**src/rtl/gpio_edge_pkg.sv**
```systemverilog
package gpio_edge_pkg;
  localparam int ADDR_W = 3;

  typedef enum logic [ADDR_W-1:0] {
    REG_DIR = 3'd0,
    REG_IEN = 3'd1,
    REG_LVL = 3'd2,
    REG_TRI = 3'd3,
    REG_INV = 3'd4
  } reg_addr_e;
endpackage

```
**src/rtl/gpio_sync.sv**
```systemverilog
module gpio_sync #(
  parameter int W      = 8,
  parameter int STAGES = 2
) (
  input  logic         clk_i,
  input  logic         rst_ni,
  input  logic [W-1:0] d_i,
  output logic [W-1:0] q_o
);
  logic [STAGES-1:0][W-1:0] chain_q;

  always_ff @(posedge clk_i or negedge rst_ni) begin
    if (!rst_ni) begin
      chain_q <= '0;
    end else begin
      chain_q[0] <= d_i;
      for (int s = 1; s < STAGES; s++) chain_q[s] <= chain_q[s-1];
    end
  end

  assign q_o = chain_q[STAGES-1];
endmodule

```
**src/rtl/gpio_edge_pend.sv**
```systemverilog
module gpio_edge_pend #(
  parameter int W = 8
) (
  input  logic         clk_i,
  input  logic         rst_ni,
  input  logic [W-1:0] lvl_i,   // synchronized, polarity-adjusted
  input  logic [W-1:0] arm_i,   // input pin with interrupt enabled
  input  logic         clr_i,
  output logic [W-1:0] set_o,
  output logic [W-1:0] pend_o
);
  logic [W-1:0] prev_q;
  logic [W-1:0] pend_q;
  logic [W-1:0] pend_d;

  for (genvar i = 0; i < W; i++) begin : g_pin
    assign set_o[i]  = lvl_i[i] & ~prev_q[i] & arm_i[i];
    // a set in the clearing cycle wins
    assign pend_d[i] = set_o[i] | (pend_q[i] & ~clr_i);
  end

  always_ff @(posedge clk_i or negedge rst_ni) begin
    if (!rst_ni) begin
      prev_q <= '0;
      pend_q <= '0;
    end else begin
      prev_q <= lvl_i;
      pend_q <= pend_d;
    end
  end

  assign pend_o = pend_q;
endmodule

```
**src/rtl/gpio_regs.sv**
```systemverilog
module gpio_regs
  import gpio_edge_pkg::*;
#(
  parameter int W = 8
) (
  input  logic              clk_i,
  input  logic              rst_ni,
  input  logic [ADDR_W-1:0] addr_i,
  input  logic [W-1:0]      wdata_i,
  input  logic              we_i,
  input  logic              re_i,
  input  logic [W-1:0]      in_lvl_i,
  output logic [W-1:0]      dir_o,
  output logic [W-1:0]      ien_o,
  output logic [W-1:0]      lvl_o,
  output logic [W-1:0]      tri_o,
  output logic [W-1:0]      inv_o,
  output logic [W-1:0]      rdata_o
);
  logic [W-1:0] dir_q, ien_q, lvl_q, tri_q, inv_q, rdata_q;
  logic [W-1:0] rd_mux;

  always_ff @(posedge clk_i or negedge rst_ni) begin
    if (!rst_ni) begin
      dir_q <= '0;
      ien_q <= '0;
      lvl_q <= '0;
      tri_q <= '0;
      inv_q <= '0;
    end else if (we_i) begin
      case (addr_i)
        REG_DIR: dir_q <= wdata_i;
        REG_IEN: ien_q <= wdata_i;
        REG_LVL: lvl_q <= wdata_i;
        REG_TRI: tri_q <= wdata_i;
        REG_INV: inv_q <= wdata_i;
        default: ;
      endcase
    end
  end

  always_comb begin
    case (addr_i)
      REG_DIR: rd_mux = dir_q;
      REG_IEN: rd_mux = ien_q;
      REG_LVL: rd_mux = (dir_q & lvl_q) | (~dir_q & in_lvl_i);
      REG_TRI: rd_mux = tri_q;
      REG_INV: rd_mux = inv_q;
      default: rd_mux = '0;
    endcase
  end

  always_ff @(posedge clk_i or negedge rst_ni) begin
    if (!rst_ni)   rdata_q <= '0;
    else if (re_i) rdata_q <= rd_mux;
  end

  assign dir_o   = dir_q;
  assign ien_o   = ien_q;
  assign lvl_o   = lvl_q;
  assign tri_o   = tri_q;
  assign inv_o   = inv_q;
  assign rdata_o = rdata_q;
endmodule

```
**src/rtl/gpio_edge_irq.sv**
```systemverilog
module gpio_edge_irq
  import gpio_edge_pkg::*;
#(
  parameter int N_PINS      = 8,
  parameter int SYNC_STAGES = 2
) (
  input  logic              clk_i,
  input  logic              rst_ni,
  input  logic [ADDR_W-1:0] addr_i,
  input  logic [N_PINS-1:0] wdata_i,
  input  logic              we_i,
  input  logic              re_i,
  output logic [N_PINS-1:0] rdata_o,
  input  logic [N_PINS-1:0] pin_i,
  output logic [N_PINS-1:0] pin_o,
  output logic [N_PINS-1:0] pin_oe_o,
  output logic              irq_o
);
  logic [N_PINS-1:0] sync_w, adj_w, arm_w, set_w, pend_w;
  logic [N_PINS-1:0] dir_w, ien_w, lvl_w, tri_w, inv_w;
  logic              clr_w;

  gpio_sync #(.W(N_PINS), .STAGES(SYNC_STAGES)) u_sync (
    .clk_i  (clk_i),
    .rst_ni (rst_ni),
    .d_i    (pin_i),
    .q_o    (sync_w)
  );

  assign adj_w = sync_w ^ inv_w;
  assign arm_w = ien_w & ~dir_w;
  assign clr_w = re_i && (addr_i == REG_LVL);

  gpio_regs #(.W(N_PINS)) u_regs (
    .clk_i    (clk_i),
    .rst_ni   (rst_ni),
    .addr_i   (addr_i),
    .wdata_i  (wdata_i),
    .we_i     (we_i),
    .re_i     (re_i),
    .in_lvl_i (adj_w),
    .dir_o    (dir_w),
    .ien_o    (ien_w),
    .lvl_o    (lvl_w),
    .tri_o    (tri_w),
    .inv_o    (inv_w),
    .rdata_o  (rdata_o)
  );

  gpio_edge_pend #(.W(N_PINS)) u_pend (
    .clk_i  (clk_i),
    .rst_ni (rst_ni),
    .lvl_i  (adj_w),
    .arm_i  (arm_w),
    .clr_i  (clr_w),
    .set_o  (set_w),
    .pend_o (pend_w)
  );

  // masking here too: a pin turned to output drops its request at once
  assign irq_o    = |(pend_w & arm_w);
  assign pin_o    = lvl_w;
  assign pin_oe_o = dir_w & ~tri_w;
endmodule

```
**config.mk**
```make
export PLATFORM = sky130hd
export DESIGN_NAME = gpio_edge_irq
export DESIGN_NICKNAME = d
export VERILOG_FILES = /design/src/rtl/gpio_edge_pkg.sv /design/src/rtl/gpio_sync.sv /design/src/rtl/gpio_edge_pend.sv /design/src/rtl/gpio_regs.sv /design/src/rtl/gpio_edge_irq.sv
export SDC_FILE = /design/constraint.sdc
export NUM_CORES = 1
export LEC_CHECK = 0
export CORE_ASPECT_RATIO = 1.75
export CORE_MARGIN = 2
export CORE_UTILIZATION = 30
export DETAILED_ROUTE_END_ITERATION = 8
export GPL_ROUTABILITY_DRIVEN = 0
export PLACE_DENSITY_LB_ADDON = 0.25
export SLEW_MARGIN = 20
export SYNTH_ARGS = -nofsm -noshare
export SYNTH_HDL_FRONTEND = slang
export SYNTH_SLANG_ARGS = --single-unit
```
**constraint.sdc**
```tcl
create_clock -name clk_i -period 1.04 [get_ports clk_i]
set_input_delay 0.208 -clock clk_i [delete_from_list [all_inputs] [get_ports clk_i]]
set_output_delay 0.208 -clock clk_i [all_outputs]
set_load 0.02 [all_outputs]
```
==> flow_summary.html <==
<table>
<tr><th>Metric</th><th>Value</th></tr>
<tr><th colspan="2">Final layout</th></tr>
<tr><td>Signed area change from the synthesized netlist to the final layout</td><td>67.7%</td></tr>
<tr><td>Antenna diode instance count</td><td>0</td></tr>
<tr><td>Layout filler cell count</td><td>947</td></tr>
<tr><td>Fraction of layout instances using a drive strength above 1</td><td>54.9%</td></tr>
<tr><td>Final layout net count</td><td>456</td></tr>
<tr><td>Final standard cell utilization of the core</td><td>51.9%</td></tr>
<tr><td>Design Area, Final</td><td>0.00579 sq mm</td></tr>
<tr><th colspan="2">Power</th></tr>
<tr><td>Relative contribution of the clock network to total power</td><td>28.6%</td></tr>
<tr><td>Net load switching power</td><td>3260 uW</td></tr>
<tr><td>Portion of total power attributed to combinational logic</td><td>34.5%</td></tr>
<tr><td>Static leakage</td><td>0.00267 uW</td></tr>
<tr><td>Fraction of power spent switching nets</td><td>28.4%</td></tr>
<tr><td>Power per standard cell area</td><td>1980 mW/mm^2</td></tr>
<tr><td>Internal Power</td><td>8220 uW</td></tr>
<tr><td>Seq pwr share</td><td>37.0%</td></tr>
<tr><td>Peak supply drop</td><td>0.802 mV</td></tr>
<tr><th colspan="2">Critical path</th></tr>
<tr><td>Reg2reg end</td><td>u_regs.rdata_o[7]</td></tr>
<tr><td>Arrival @ worst endpoint</td><td>1460 ps</td></tr>
<tr><td>Startpoint type of the worst setup path</td><td>flop</td></tr>
<tr><td>Critical path endpoint category</td><td>output pin</td></tr>
<tr><td>Worst Path Class, Setup</td><td>flop to output pin</td></tr>
<tr><td>Worst Reg-to-Reg Cells</td><td>6</td></tr>
<tr><td>Reg2reg start</td><td>u_regs.dir_o[7]</td></tr>
<tr><td>Slack of the worst reg-to-reg path</td><td>-250 ps</td></tr>
<tr><td>Data required, critical path</td><td>830 ps</td></tr>
<tr><td>CP max FO</td><td>2</td></tr>
<tr><th colspan="2">Detailed routing</th></tr>
<tr><td>Total via count in the routed design</td><td>2770</td></tr>
<tr><td>Post-Route WL</td><td>10.1 mm</td></tr>
<tr><td>1st-pass router iterations</td><td>4</td></tr>
<tr><td>Average vias per placed instance</td><td>4.87</td></tr>
<tr><td>Remaining antenna violation count after routing</td><td>0</td></tr>
<tr><td>Average detailed-routed wire length per instance</td><td>17.7 um</td></tr>
<tr><td>Initial drt markers</td><td>135</td></tr>
<tr><td>Drt drc</td><td>0</td></tr>
<tr><th colspan="2">STA</th></tr>
<tr><td>Actual transition at the worst max-transition pin</td><td>269 ps</td></tr>
<tr><td>Final number of hold-violating endpoints</td><td>0</td></tr>
<tr><td>Fmax</td><td>0.600 GHz</td></tr>
<tr><td>Max Clock Skew</td><td>5.27 ps</td></tr>
<tr><td>Slew HR</td><td>82.0%</td></tr>
<tr><td>Fin worst setup slack</td><td>-626 ps</td></tr>
<tr><td>Setup repair after global routing missed its margin</td><td>yes</td></tr>
<tr><td>Slew Viols, Final</td><td>0</td></tr>
<tr><td>Final worst-path cycle share</td><td>160%</td></tr>
<tr><td>Finish-stage setup viols</td><td>42</td></tr>
<tr><td>Clock period minus final worst setup slack</td><td>1670 ps</td></tr>
<tr><th colspan="2">Synth</th></tr>
<tr><td>Fraction of synthesized cell area taken by the top area cell type</td><td>57.9%</td></tr>
<tr><td>Yosys warning count</td><td>0</td></tr>
<tr><td>FF+latch count, synth</td><td>80</td></tr>
<tr><td>Synth cell types</td><td>36</td></tr>
<tr><td>Instance count of the mapped netlist</td><td>268</td></tr>
<tr><td>Average size of a mapped cell</td><td>12.9 sq um</td></tr>
<tr><td>Fraction of the yosys area taken by sequential cells</td><td>57.9%</td></tr>
<tr><td>Post-Synthesis Net Count</td><td>291</td></tr>
<tr><td>Netlist area before placement</td><td>0.00346 sq mm</td></tr>
<tr><td>Most instantiated library cell after synthesis</td><td>dfrtp_1</td></tr>
<tr><td>Ys flop type</td><td>dfrtp_1</td></tr>
<tr><td>Biggest area contributors in the synthesized netlist</td><td>dfrtp_1, mux2_2, mux2_4, nand3b_1, nand2_1</td></tr>
<tr><td>Share of async-settable or async-resettable flops after synthesis</td><td>100%</td></tr>
<tr><td>EDFF count, synth</td><td>0</td></tr>
<tr><td>Post-synth top cells</td><td>dfrtp_1, mux2_2, nand2_1</td></tr>
<tr><td>Library cell with the largest summed area after synthesis</td><td>dfrtp_1</td></tr>
<tr><th colspan="2">Min path</th></tr>
<tr><td>Hold Path Cell Cnt</td><td>3</td></tr>
<tr><td>Class of the tightest hold or removal check</td><td>primary input to flop</td></tr>
<tr><td>Startpoint of the worst hold path</td><td>addr_i[1]</td></tr>
<tr><td>End point of the most critical hold path</td><td>u_regs.rdata_o[2]</td></tr>
<tr><th colspan="2">Clocking</th></tr>
<tr><td>Maximum clock insertion buffer count</td><td>2</td></tr>
<tr><td>CTS clock-pin slew for the worst setup and hold paths</td><td>60 ps</td></tr>
<tr><td>Root buffer cell</td><td>clkbuf_16</td></tr>
<tr><td>Total clock sinks</td><td>80</td></tr>
<tr><td>Total clock buffers created by CTS</td><td>9</td></tr>
<tr><td>Clock Latency Late Sink</td><td>330 ps</td></tr>
<tr><td>Number of H-tree levels</td><td>3</td></tr>
<tr><td>CTS tree</td><td>yes</td></tr>
<tr><th colspan="2">Floorplanning</th></tr>
<tr><td>X dimension of the die</td><td>85.1 um</td></tr>
<tr><td>IO Pins</td><td>48</td></tr>
<tr><td>Area inside the core boundary</td><td>0.0112 sq mm</td></tr>
<tr><td>Floorplan row count</td><td>51</td></tr>
<tr><td>Die ar.</td><td>0.0124 sq mm</td></tr>
<tr><td>Height of the chip</td><td>146 um</td></tr>
<tr><td>Starting Density</td><td>30.9%</td></tr>
<tr><th colspan="2">Place</th></tr>
<tr><td>Dpl hpwl</td><td>7.13 mm</td></tr>
<tr><td>Total of buffers placed on input and output ports</td><td>47</td></tr>
<tr><td>Cell area after placement</td><td>0.00494 sq mm</td></tr>
<tr><th colspan="2">GRT</th></tr>
<tr><td>Overall overflow remaining after global route</td><td>0</td></tr>
<tr><td>Number of global-route vias before repair</td><td>3048</td></tr>
<tr><td>Initial antenna violation count</td><td>0</td></tr>
<tr><td>First-pass GRT wire length</td><td>16.3 mm</td></tr>
<tr><td>Aggregate global-route resource usage</td><td>17.1%</td></tr>
<tr><td>Pin count of the biggest net entering global routing</td><td>32</td></tr>
<tr><th colspan="2">Outcome</th></tr>
<tr><td>Status</td><td>finished, violations left</td></tr>
<tr><td>Violations in the final reports</td><td>negative setup slack</td></tr>
<tr><th colspan="2">Run</th></tr>
<tr><td>Max Cap Violations</td><td>0</td></tr>
</table>
==> layout by cell type (no fill, tap or decap), drive strengths merged, types with 2 or more instances in the layout <==
| cell type | Yosys | final |
|---|---|---|
| buf | 6 | 144 |
| dfrtp | 80 | 80 |
| mux2 | 40 | 40 |
| nand2 | 24 | 24 |
| clkdlybuf4s50 | 0 | 16 |
| nor2 | 16 | 16 |
| nand3b | 12 | 12 |
| o21ai | 12 | 12 |
| clkbuf | 2 | 11 |
| nor2b | 9 | 9 |
| xor2 | 8 | 8 |
| mux2i | 8 | 8 |
| o311ai | 8 | 8 |
| nand2b | 7 | 7 |
| a32oi | 5 | 5 |
| a31oi | 4 | 4 |
| o221ai | 4 | 4 |
| o31ai | 4 | 4 |
| a21oi | 4 | 4 |
| a2bb2oi | 4 | 4 |
| clkinv | 1 | 3 |
| nor3 | 2 | 2 |
| bufinv | 0 | 2 |
| inv | 2 | 2 |
==> worst max-delay path, stage by stage, from the launching register on <==
cell     delay [ps]
dfrtp_1         380
nor2b_4         130
a32oi_1         150
buf_4           150
nand4_1         140
buf_6           180
==> power groups by stage <==
stage	Sequential (uW)	Clock, uW	Combinational [uW]
CTS	4220	3350	3680
floorplan	4370	0	1320
global route	4330	3480	4270
global placement	4170	0	3270
finish	4240	3280	3960
detailed placement	4190	0	3300
==> through the flow <==
stage / total power [uW] / std cells / hold WS, ps / worst slack [ps] / setup TNS (ps)
5_1_grt: 12100 / 569 / 235 / -678 / -6540
4_1_cts: 11200 / 560 / 201 / -669 / -4880
6_report: 11500 / 569 / 230 / -626 / -4780
2_1_floorplan: 5690 / 268 / -87.6 / -241 / -7610
3_5_place_dp: 7490 / 535 / 94.3 / -810 / -47030
3_3_place_gp: 7440 / 535 / 93.2 / -802 / -47480
==> routing by layer <==
metal | vias up | part of all wire (%) | GRT usage [%] | wire (um)
li1 | 1299 | - | - | -
met2 | 55 | 53 | 28.4 | 5350
met5 | - | 0 | 0 | 0
met3 | 25 | 2.7 | 2.95 | 277
met1 | 1391 | 40 | 20.5 | 4020
met4 | 0 | 4.4 | 9.60 | 448
==> how the worst max path moves through the flow <==
| stage | startpoint | end | slack (ps) | depth (start not counted) |
|---|---|---|---|---|
| floorplan | addr_i[0] | u_regs.dir_o[2] | -240 | 5 |
| detailed placement | addr_i[1] | u_regs.dir_o[2] | -810 | 6 |
| finish | u_regs.ien_o[3] | irq_o | -630 | 5 |
| global route | u_regs.ien_o[3] | irq_o | -680 | 5 |
| CTS | u_regs.ien_o[3] | irq_o | -670 | 5 |
| global placement | addr_i[1] | u_regs.dir_o[2] | -800 | 6 |
==> what timing repair did <==
| action | CTS | global route |
|---|---|---|
| hold buffers | 1 | 0 |
| hold endpoints to repair | 28 | 0 |
| gates resized for setup | 231 | 40 |
| setup endpoints to repair | 81 | 57 |
| gates cloned | 0 | 0 |
| pin swaps | 20 | 22 |
| buffers inserted | 12 | 11 |
==> layout make-up <==
type / instances / area, sq um / share of cell area (%)
Tap cell: 132 / 165 / 2.85
Multi-Input combinational cell: 177 / 1760 / 30.4
Timing Repair Buffer: 162 / 1540 / 26.6
Inverter: 3 / 18.8 / 0.324
Clock buffer: 11 / 233 / 4.02
Clock inverter: 4 / 70.1 / 1.21
Sequential cell: 80 / 2000 / 34.5
==> cell families after synthesis <==
group                     after synthesis  share of synthesized area [%]
xor gates and xnor gates                8                           2.03
and+or+nand+nor                        75                           12.2
muxes                                  48                           16.2
DFF                                    80                           57.9
buffers and inverters                  11                           2.17
AOI/OAI and AO/OA                      46                           9.49
No activity file was read; power rests on OpenSTA's default activity.
